File: src/rtl/idle_tick_pkg.sv
package idle_tick_pkg;

  // Strobes issued by the control side to the counter datapath.
  typedef struct packed {
    logic advance;
  } ctlStrobes_t;

  // Events reported by the datapath back to control.
  typedef struct packed {
    logic toggle;
  } dpEvents_t;

endpackage

File: src/rtl/idle_tick_dp.sv
module idle_tick_dp
  import idle_tick_pkg::*;
#(
  parameter int CNT_W   = 16,
  parameter int TAP_BIT = 12
) (
  input  logic        clk,
  input  logic        rstN,
  input  ctlStrobes_t strobes,
  output dpEvents_t   events,
  output logic        tickQ
);

  localparam logic [CNT_W-1:0] CNT_INIT = '1;

  logic [CNT_W-1:0] cnt;
  logic [CNT_W-1:0] cntNext;
  logic             tapFlip;

  // Decrement path; the counter wraps and never stops.
  always_comb begin
    cntNext = cnt - CNT_W'(1);
    tapFlip = cntNext[TAP_BIT] ^ cnt[TAP_BIT];
  end

  always_ff @(posedge clk) begin
    if (!rstN) begin
      cnt <= CNT_INIT;
    end else if (strobes.advance) begin
      cnt <= cntNext;
    end
  end

  assign events.toggle = strobes.advance & tapFlip;

  always_ff @(posedge clk) begin
    if (!rstN) tickQ <= 1'b0;
    else       tickQ <= events.toggle;
  end

endmodule

File: src/rtl/idle_tick_ctl.sv
module idle_tick_ctl
  import idle_tick_pkg::*;
(
  input  logic        clk,
  input  logic        rstN,
  input  logic        cycleEn,
  input  logic        ctlWrEn,
  input  logic        ctlWrIntEn,
  input  logic        ctlWrPend,
  input  logic        globalIntEn,
  input  dpEvents_t   events,
  output ctlStrobes_t strobes,
  output logic        intEnable,
  output logic        pendFlag,
  output logic        irq
);

  logic clrReq;

  always_comb begin
    strobes.advance = cycleEn;
    clrReq          = ctlWrEn & ~ctlWrPend;
  end

  // Enable bit: plain software-written register.
  always_ff @(posedge clk) begin
    if (!rstN)        intEnable <= 1'b0;
    else if (ctlWrEn) intEnable <= ctlWrIntEn;
  end

  // Pending flag: hardware set takes priority over software clear.
  always_ff @(posedge clk) begin
    if (!rstN)              pendFlag <= 1'b0;
    else if (events.toggle) pendFlag <= 1'b1;
    else if (clrReq)        pendFlag <= 1'b0;
  end

  assign irq = pendFlag & intEnable & globalIntEn;

endmodule

File: src/rtl/idle_tick_timer.sv
module idle_tick_timer
  import idle_tick_pkg::*;
#(
  parameter int CNT_W   = 16,
  parameter int TAP_BIT = 12
) (
  input  logic clk,
  input  logic rstN,
  input  logic cycleEn,
  input  logic ctlWrEn,
  input  logic ctlWrIntEn,
  input  logic ctlWrPend,
  input  logic globalIntEn,
  output logic intEnable,
  output logic pendFlag,
  output logic irq,
  output logic tick
);

  ctlStrobes_t strobes;
  dpEvents_t   events;

  idle_tick_ctl u_ctl (
    .clk        (clk),
    .rstN       (rstN),
    .cycleEn    (cycleEn),
    .ctlWrEn    (ctlWrEn),
    .ctlWrIntEn (ctlWrIntEn),
    .ctlWrPend  (ctlWrPend),
    .globalIntEn(globalIntEn),
    .events     (events),
    .strobes    (strobes),
    .intEnable  (intEnable),
    .pendFlag   (pendFlag),
    .irq        (irq)
  );

  idle_tick_dp #(
    .CNT_W  (CNT_W),
    .TAP_BIT(TAP_BIT)
  ) u_dp (
    .clk    (clk),
    .rstN   (rstN),
    .strobes(strobes),
    .events (events),
    .tickQ  (tick)
  );

endmodule

File: config.mk
export PLATFORM = sky130hd
export DESIGN_NAME = idle_tick_timer
export DESIGN_NICKNAME = d
export VERILOG_FILES = /design/src/rtl/idle_tick_pkg.sv /design/src/rtl/idle_tick_dp.sv /design/src/rtl/idle_tick_ctl.sv /design/src/rtl/idle_tick_timer.sv
export SDC_FILE = /design/constraint.sdc
export NUM_CORES = 1
export LEC_CHECK = 0
export BUFFER_PORTS_ARGS = -buffer_cell sky130_fd_sc_hd__buf_2
export CORE_MARGIN = 1.5
export CORE_UTILIZATION = 36
export CTS_CLUSTER_SIZE = 12
export DETAILED_ROUTE_END_ITERATION = 7
export SYNTH_ARGS = -nofsm -noshare
export SYNTH_HDL_FRONTEND = slang
export SYNTH_SLANG_ARGS = --single-unit
File: constraint.sdc
create_clock -name clk -period 2 [get_ports clk]
set_input_delay 0.1 -clock clk [delete_from_list [all_inputs] [get_ports clk]]
set_output_delay 0.1 -clock clk [all_outputs]
set_load 0.02 [all_outputs]
# Word-level counts from Yosys, hierarchy flattened
# Index checks and enable logic that the tools add are counted.
[word_totals]
regBits = 19
in_bits = 7
[classes]
addsub = 1
muxes = 2
n_bitwise = 6
reduce_logical = 1
[op_table]
columns = ["operator", "n"]
rows = [
  ["$sub 16x1->16 const B", 1],
  ["$and 1x1->1", 4],
  ["$mux 1", 2],
  ["$reduce_bool 2->1", 1],
  ["$not 1->1", 1],
  ["$xor 1x1->1", 1],
]

# Logic depth before layout (Yosys ltp)
# Gate-level depths: netlist (run 1).
[depth]
ltp_word = 4
mapped_depth = 5
ltp_nobuf = 5

# By module
# Synthesis (run 1) repeated with hierarchy kept, for this count alone.
[unflattened]
hier_cells = 73
area_unflattened_um2 = 691.9
[modules_own_cells]
columns = ["mod", "instances", "cells_each", "area_each_um2", "seq_area_each_um2"]
rows = [
  ["idle_tick_dp", 1, 64, 600.6, 260.2],
  ["idle_tick_ctl", 1, 9, 91.3, 40.0],
]

# Worst setup path after synthesis (run 1)
# OpenSTA, ideal clock, no wires.
[synth_path]
path_kind = "reg2reg"
startpoint = "register u_dp.cnt[3]"
endpoint = "register u_dp.cnt[9]"
setup_ns = 0.121
t_arrival_ns = 1.585
required_ns = 1.879
path_slack_ns = 0.294
stages_incl_launch_ff = 5
n_path_buf = 1
synth_period_minus_slack_ns = 1.706
path_cell_list = "dfxtp_1 or4_4 buf_6 nor4_1 mux2_2"
[synth_via]
elab_chain_cells = 1
[synth_lines]
columns = ["element", "line_no", "rtl"]
rows = [
  ["start: declaration", "idle_tick_dp.sv:16", "logic [CNT_W-1:0] cnt;"],
  ["start signal: assignment", "idle_tick_dp.sv:30", "cnt <= cntNext;"],
  ["$sub 16x1->16", "idle_tick_dp.sv:22", "cntNext = cnt - CNT_W'(1);"],
]
# Every way passes these cells.
# A chain may end at the register's enable or synchronous reset.

# Worst setup path in the final report (run 1)
# Ends and elaborated chain as after synthesis.

==> flow_summary.yaml, run 1 <==
timing:
  finalSetupViolCount: 0
  fmax_mhz: 587
  slew_violations: 0
  worst_hold_slack_ps: 92.4
  grt_setup_unrepaired: "no"
  skew_ps: 2.62
  timing.final.crit_period_ps: 1700
  fin_setup_tns_ps: 0
  finalHoldViolCount: 0
  worst_slew_pin_slew_ps: 273
  post-route-period-util: 0.852
  slew_headroom: 0.818
synthesis:
  syn-instance-count: 71
  yosysWarnings: 0
  syn-num-nets: 79
  syn_area_um2: 673
  ys_async_sr_fraction: 0
  synth.avg_cell_area_um2: 9.48
  yosysSeqAreaShare: 0.446
  synth_edf_count: 0
  synth-main-ff-cell: "dfxtp_1"
  synth.distinct_cells: 27
  ys_ff_latch: 15
floorplanning:
  coreArea_um2: 1750
  io_pins: 11
  die_area_um2: 2140
  rows: 15
  die-height_um: 46.2
  fp.dieW_um: 46.2
  start_util: 0.386
drt:
  drc: 0
  ant_nets: 0
  first_pass_iters: 4
  routedWlPerCell_um: 10.4
  vias_per_cell: 5.02
  routed_wl_mm: 1.11
  vias: 532
  drt-initial-drc-count: 5
clock_network:
  clock_path_buffers: 2
  clkTransAtPathRegs_ps: 80
  cts_max_level: 1
  cts_resized: 0
  ctsHoldBuffers: 0
  cts_buffers: 3
  cts_tree: "done"
  postCtsSetupBuffers: 0
  cts_root_buffer: "clkbuf_4"
  clock_latency_ps: 280
  cts_sinks: 15
critical_path:
  worstPathRequired_ps: 2170
  max_stage_delay_ps: 610
  arrival_ps: 1880
  r2r_end: "u_dp.cnt[9]$_SDFFE_PN1P_"
  ff2ff_path_depth: 3
  r2r_slack_ps: 300
  cp_max_fo: 10
  crit_family: "simple AND/OR/NAND/NOR gates"
  crit_cells: 3
  cp_cell_sequence: "or4_4, nor4_1, mux2_2"
  critPathLaunch: "u_dp.cnt[3]$_SDFFE_PN1P_"
  cp.buffers_inverters: 0
  regToRegStartpoint: "u_dp.cnt[3]$_SDFFE_PN1P_"
  cp_slowest_cell: "or4_4"
  path_class: "flop to flop"
  end_kind: "flop"
  critPathLaunchType: "flop"
  critPathCapture: "u_dp.cnt[9]$_SDFFE_PN1P_"
global_route:
  globalRouteOverflowTotal: 0
  antenna_found_initial: 0
  grt_pass1_wl_mm: 1.97
  grt_pass1_vias: 489
  grt_usage: 0.129
  grt_max_degree: 17
finish:
  nets: 90
  fin_area_um2: 751
  mostFrequentLayoutCell: "dfxtp_1"
  syn2layout_area_growth_pct: 11.5
  final_cell_mix: "dfxtp_1 (15), buf_2 (10), nand3_1 (8)"
  drive_above_1_share: 0.247
  n_antenna_cell: 0
placed_design:
  dp_hpwl_um: 808
  place_congestion: 0.647
  placed_cell_area_um2: 724
  io_buffer_count: 10
power_and_ir_drop:
  ir_drop_mv: 0.368
  finalPower_mw: 0.504
  cellLeakagePower_nw: 0.298
  power_density_nw_per_um2: 671
outcome:
  status: "finished clean"
flow_run:
  max-cap-violations: 0
min_path:
  hold_path_class: "input port to flop"
-- state kept, by name, summed over array words and instances, names as in the netlist --
signal	count
u_dp.tickQ	1
u_ctl.pendFlag	1
u_ctl.intEnable	1
u_dp.cnt	12
-- routing by layer --
metal	track usage	routed length [um]
met1	0.138	521
met2	0.219	515
met3	0.0471	41
met4	0.0686	27
met5	0	0
-- synth_stat cells, types with 2 or more instances --
master	n	share of area
dfxtp_1	15	0.45
nand3_1	8	0.059
nand2_1	7	0.039
or4_1	5	0.056
o21ai_0	4	0.030
o31ai_1	4	0.045
inv_1	3	0.017
or3_1	3	0.028
buf_6	2	0.033
clkbuf_1	2	0.011
or3_2	2	0.022
-- final cells by class --
| class | instances | area, um^2 |
|---|---|---|
| Clock buffer | 4 | 26.3 |
| Sequential cell | 15 | 300 |
| Timing Repair Buffer | 10 | 50.0 |
| Multi-Input combinational cell | 49 | 332 |
| Tap cell | 25 | 31.3 |
| Fill cell | 171 | 995 |
| Inverter | 3 | 11.3 |
-- worst min-delay path, stage by stage --
cell     delay, ps
buf_2           70
mux2i_1         50
nor2b_1        110
-- where the power goes --
group	switching (mW)	internal, mW
clock network	0.0903	0.0774
logic	0.0156	0.0129
registers	0.00359	0.304
-- cells by family (layout without fill, tap and decap cells) --
| kind of cell | count (synthesis) | after routing | synth area share |
|---|---|---|---|
| fa+ha+maj | 1 | 1 | 0.0186 |
| mux | 2 | 2 | 0.0316 |
| xor+xnor | 2 | 2 | 0.0260 |
| flops | 15 | 15 | 0.446 |
| compound gates | 10 | 10 | 0.0967 |
| simple gates | 34 | 34 | 0.320 |
| buf+inv | 7 | 17 | 0.0613 |
-- worst min-delay path by stage --
stage	start	endpoint	slack (ps)	depth (start not counted)
after floorplan	cycleEn	u_dp.cnt[0]$_SDFFE_PN1P_	230	2
after global placement	ctlWrIntEn	u_ctl.intEnable$_SDFFE_PN0P_	370	3
after detailed placement	ctlWrIntEn	u_ctl.intEnable$_SDFFE_PN0P_	380	3
after CTS	ctlWrIntEn	u_ctl.intEnable$_SDFFE_PN0P_	80	3
after global routing	rstN	u_dp.cnt[0]$_SDFFE_PN1P_	130	2
final	ctlWrIntEn	u_ctl.intEnable$_SDFFE_PN0P_	90	3
-- per-stage QoR --
step | worst slack (ps) | utilization | cells
floorplan | 294 | - | 71
global placement | 328 | 0.415 | 102
detailed placement | 307 | 0.415 | 102
CTS | 295 | 0.430 | 106
global route | 172 | 0.430 | 106
finish | 297 | 0.430 | 106
(Power assumes the default switching activity.)
==> run 2, diff against run 1 <==
PLACE_DENSITY = 0.67   (was unset)
==> run 2 against run 1 <==
Compared with the run above:
- first-iteration DRC count is 20% lower
- die area is the same
- via count down 1.1%
- register-to-register slack about the same
- cell area unchanged
- clock power about the same
- worst hold slack got worse by 21 ps
- critical path type unchanged
- worst setup slack got worse by 15 ps
- critical path depth unchanged
- combinational power hardly changed
==> flow_summary.yaml, run 2 (synthesis results as in run 1) <==
clock_network:
  postCtsSetupBuffers: 0
  clkTransAtPathRegs_ps: 90
  clock_path_buffers: 2
  ctsHoldBuffers: 0
  clock_latency_ps: 280
  cts_root_buffer: "clkbuf_4"
  cts_buffers: 3
  cts_tree: "done"
  cts_resized: 0
  cts_max_level: 1
  cts_sinks: 15
placed_design:
  place_congestion: 0.664
  io_buffer_count: 10
  place_ws_ps: 289
  dp_hpwl_um: 774
drt:
  vias: 526
  first_pass_iters: 4
  drt-initial-drc-count: 4
  ant_nets: 0
  routed_wl_mm: 1.10
  routedWlPerCell_um: 10.4
  drc: 0
  vias_per_cell: 4.96
critical_path:
  path_class: "flop to flop"
  ff2ff_path_depth: 3
  end_kind: "flop"
  cp_max_fo: 8
  worstPathRequired_ps: 2180
  arrival_ps: 1900
  critPathLaunchType: "flop"
timing:
  grt_setup_unrepaired: "no"
  finalSetupViolCount: 0
  worst_hold_slack_ps: 71.3
  skew_ps: 5.00
  fin_ws_ps: 282
  fin_setup_tns_ps: 0
  slew_headroom: 0.823
  slew_violations: 0
  fmax_mhz: 582
  worst_slew_pin_slew_ps: 265
  timing.final.crit_period_ps: 1720
  finalHoldViolCount: 0
  post-route-period-util: 0.859
power_and_ir_drop:
  cellLeakagePower_nw: 0.298
  finalPower_mw: 0.505
  ir_drop_mv: 0.357
  power_density_nw_per_um2: 673
finish:
  final_cell_mix: "dfxtp_1 (15), buf_2 (10), nand3_1 (8)"
  top_register: "u_dp.cnt"
  utilization: 0.430
  multi_input_area_um2: 332
  syn2layout_area_growth_pct: 11.5
  largest_reg_flops: 12
  area.sequential_um2: 300
  drive_above_1_share: 0.247
  mostFrequentLayoutCell: "dfxtp_1"
  fillers: 185
  nets: 90
  n_antenna_cell: 0
floorplanning:
  rows: 15
  die-height_um: 46.2
  io_pins: 11
  start_util: 0.386
  die_area_um2: 2140
  coreArea_um2: 1750
  fp.dieW_um: 46.2
global_route:
  grt_pass1_wl_mm: 1.81
  grt_max_degree: 17
  grt_pass1_vias: 432
  globalRouteOverflowTotal: 0
  grt_usage: 0.124
  antenna_found_initial: 0
min_path:
  holdPathStages: 3
  hold_path_class: "input port to flop"
flow_run:
  max-cap-violations: 0
outcome:
  status: "finished clean"
-- run 2: cell counts in the layout (fill, tap and decap cells not counted) --
Identical to the previous run, type by type.
-- run 2: worst max-delay path, stage by stage (launching register included) --
cell,delay [ps]
dfxtp_1,340
or4b_1,680
nor4_1,240
mux2_2,360
-- run 2: layout make-up --
cell class / count / share of cell area
Sequential cell: 15 / 0.400
Timing Repair Buffer: 10 / 0.0667
Inverter: 3 / 0.0150
Tap cell: 25 / 0.0417
Multi-Input combinational cell: 49 / 0.442
Clock buffer: 4 / 0.0350
-- run 2: per-layer routing --
metal  share of wire  GRT usage
met5               0          0
met4           0.011     0.0686
met3           0.058     0.0588
met2            0.46      0.181
met1            0.47      0.149
-- run 2: worst paths after layout --
kind	from	end	slack (ps)
worst min-delay path	ctlWrIntEn	u_ctl.intEnable$_SDFFE_PN0P_	70
worst max-delay path	u_dp.cnt[0]$_SDFFE_PN1P_	u_dp.cnt[9]$_SDFFE_PN1P_	280
worst max register to register	u_dp.cnt[0]$_SDFFE_PN1P_	u_dp.cnt[9]$_SDFFE_PN1P_	280
worst min register to register	u_dp.cnt[2]$_SDFFE_PN1P_	u_dp.cnt[2]$_SDFFE_PN1P_	500
-- run 2: report_power, final --
group          switching (mW)  internal [mW]
clock                  0.0917         0.0774
combinational          0.0155         0.0131
sequential            0.00360          0.304
total                   0.111          0.394
-- run 2: through the flow --
stage	area, um^2	instances
6_report	751	106
5_1_grt	751	106
4_1_cts	751	106
3_5_place_dp	724	102
3_3_place_gp	724	102
2_1_floorplan	673	71
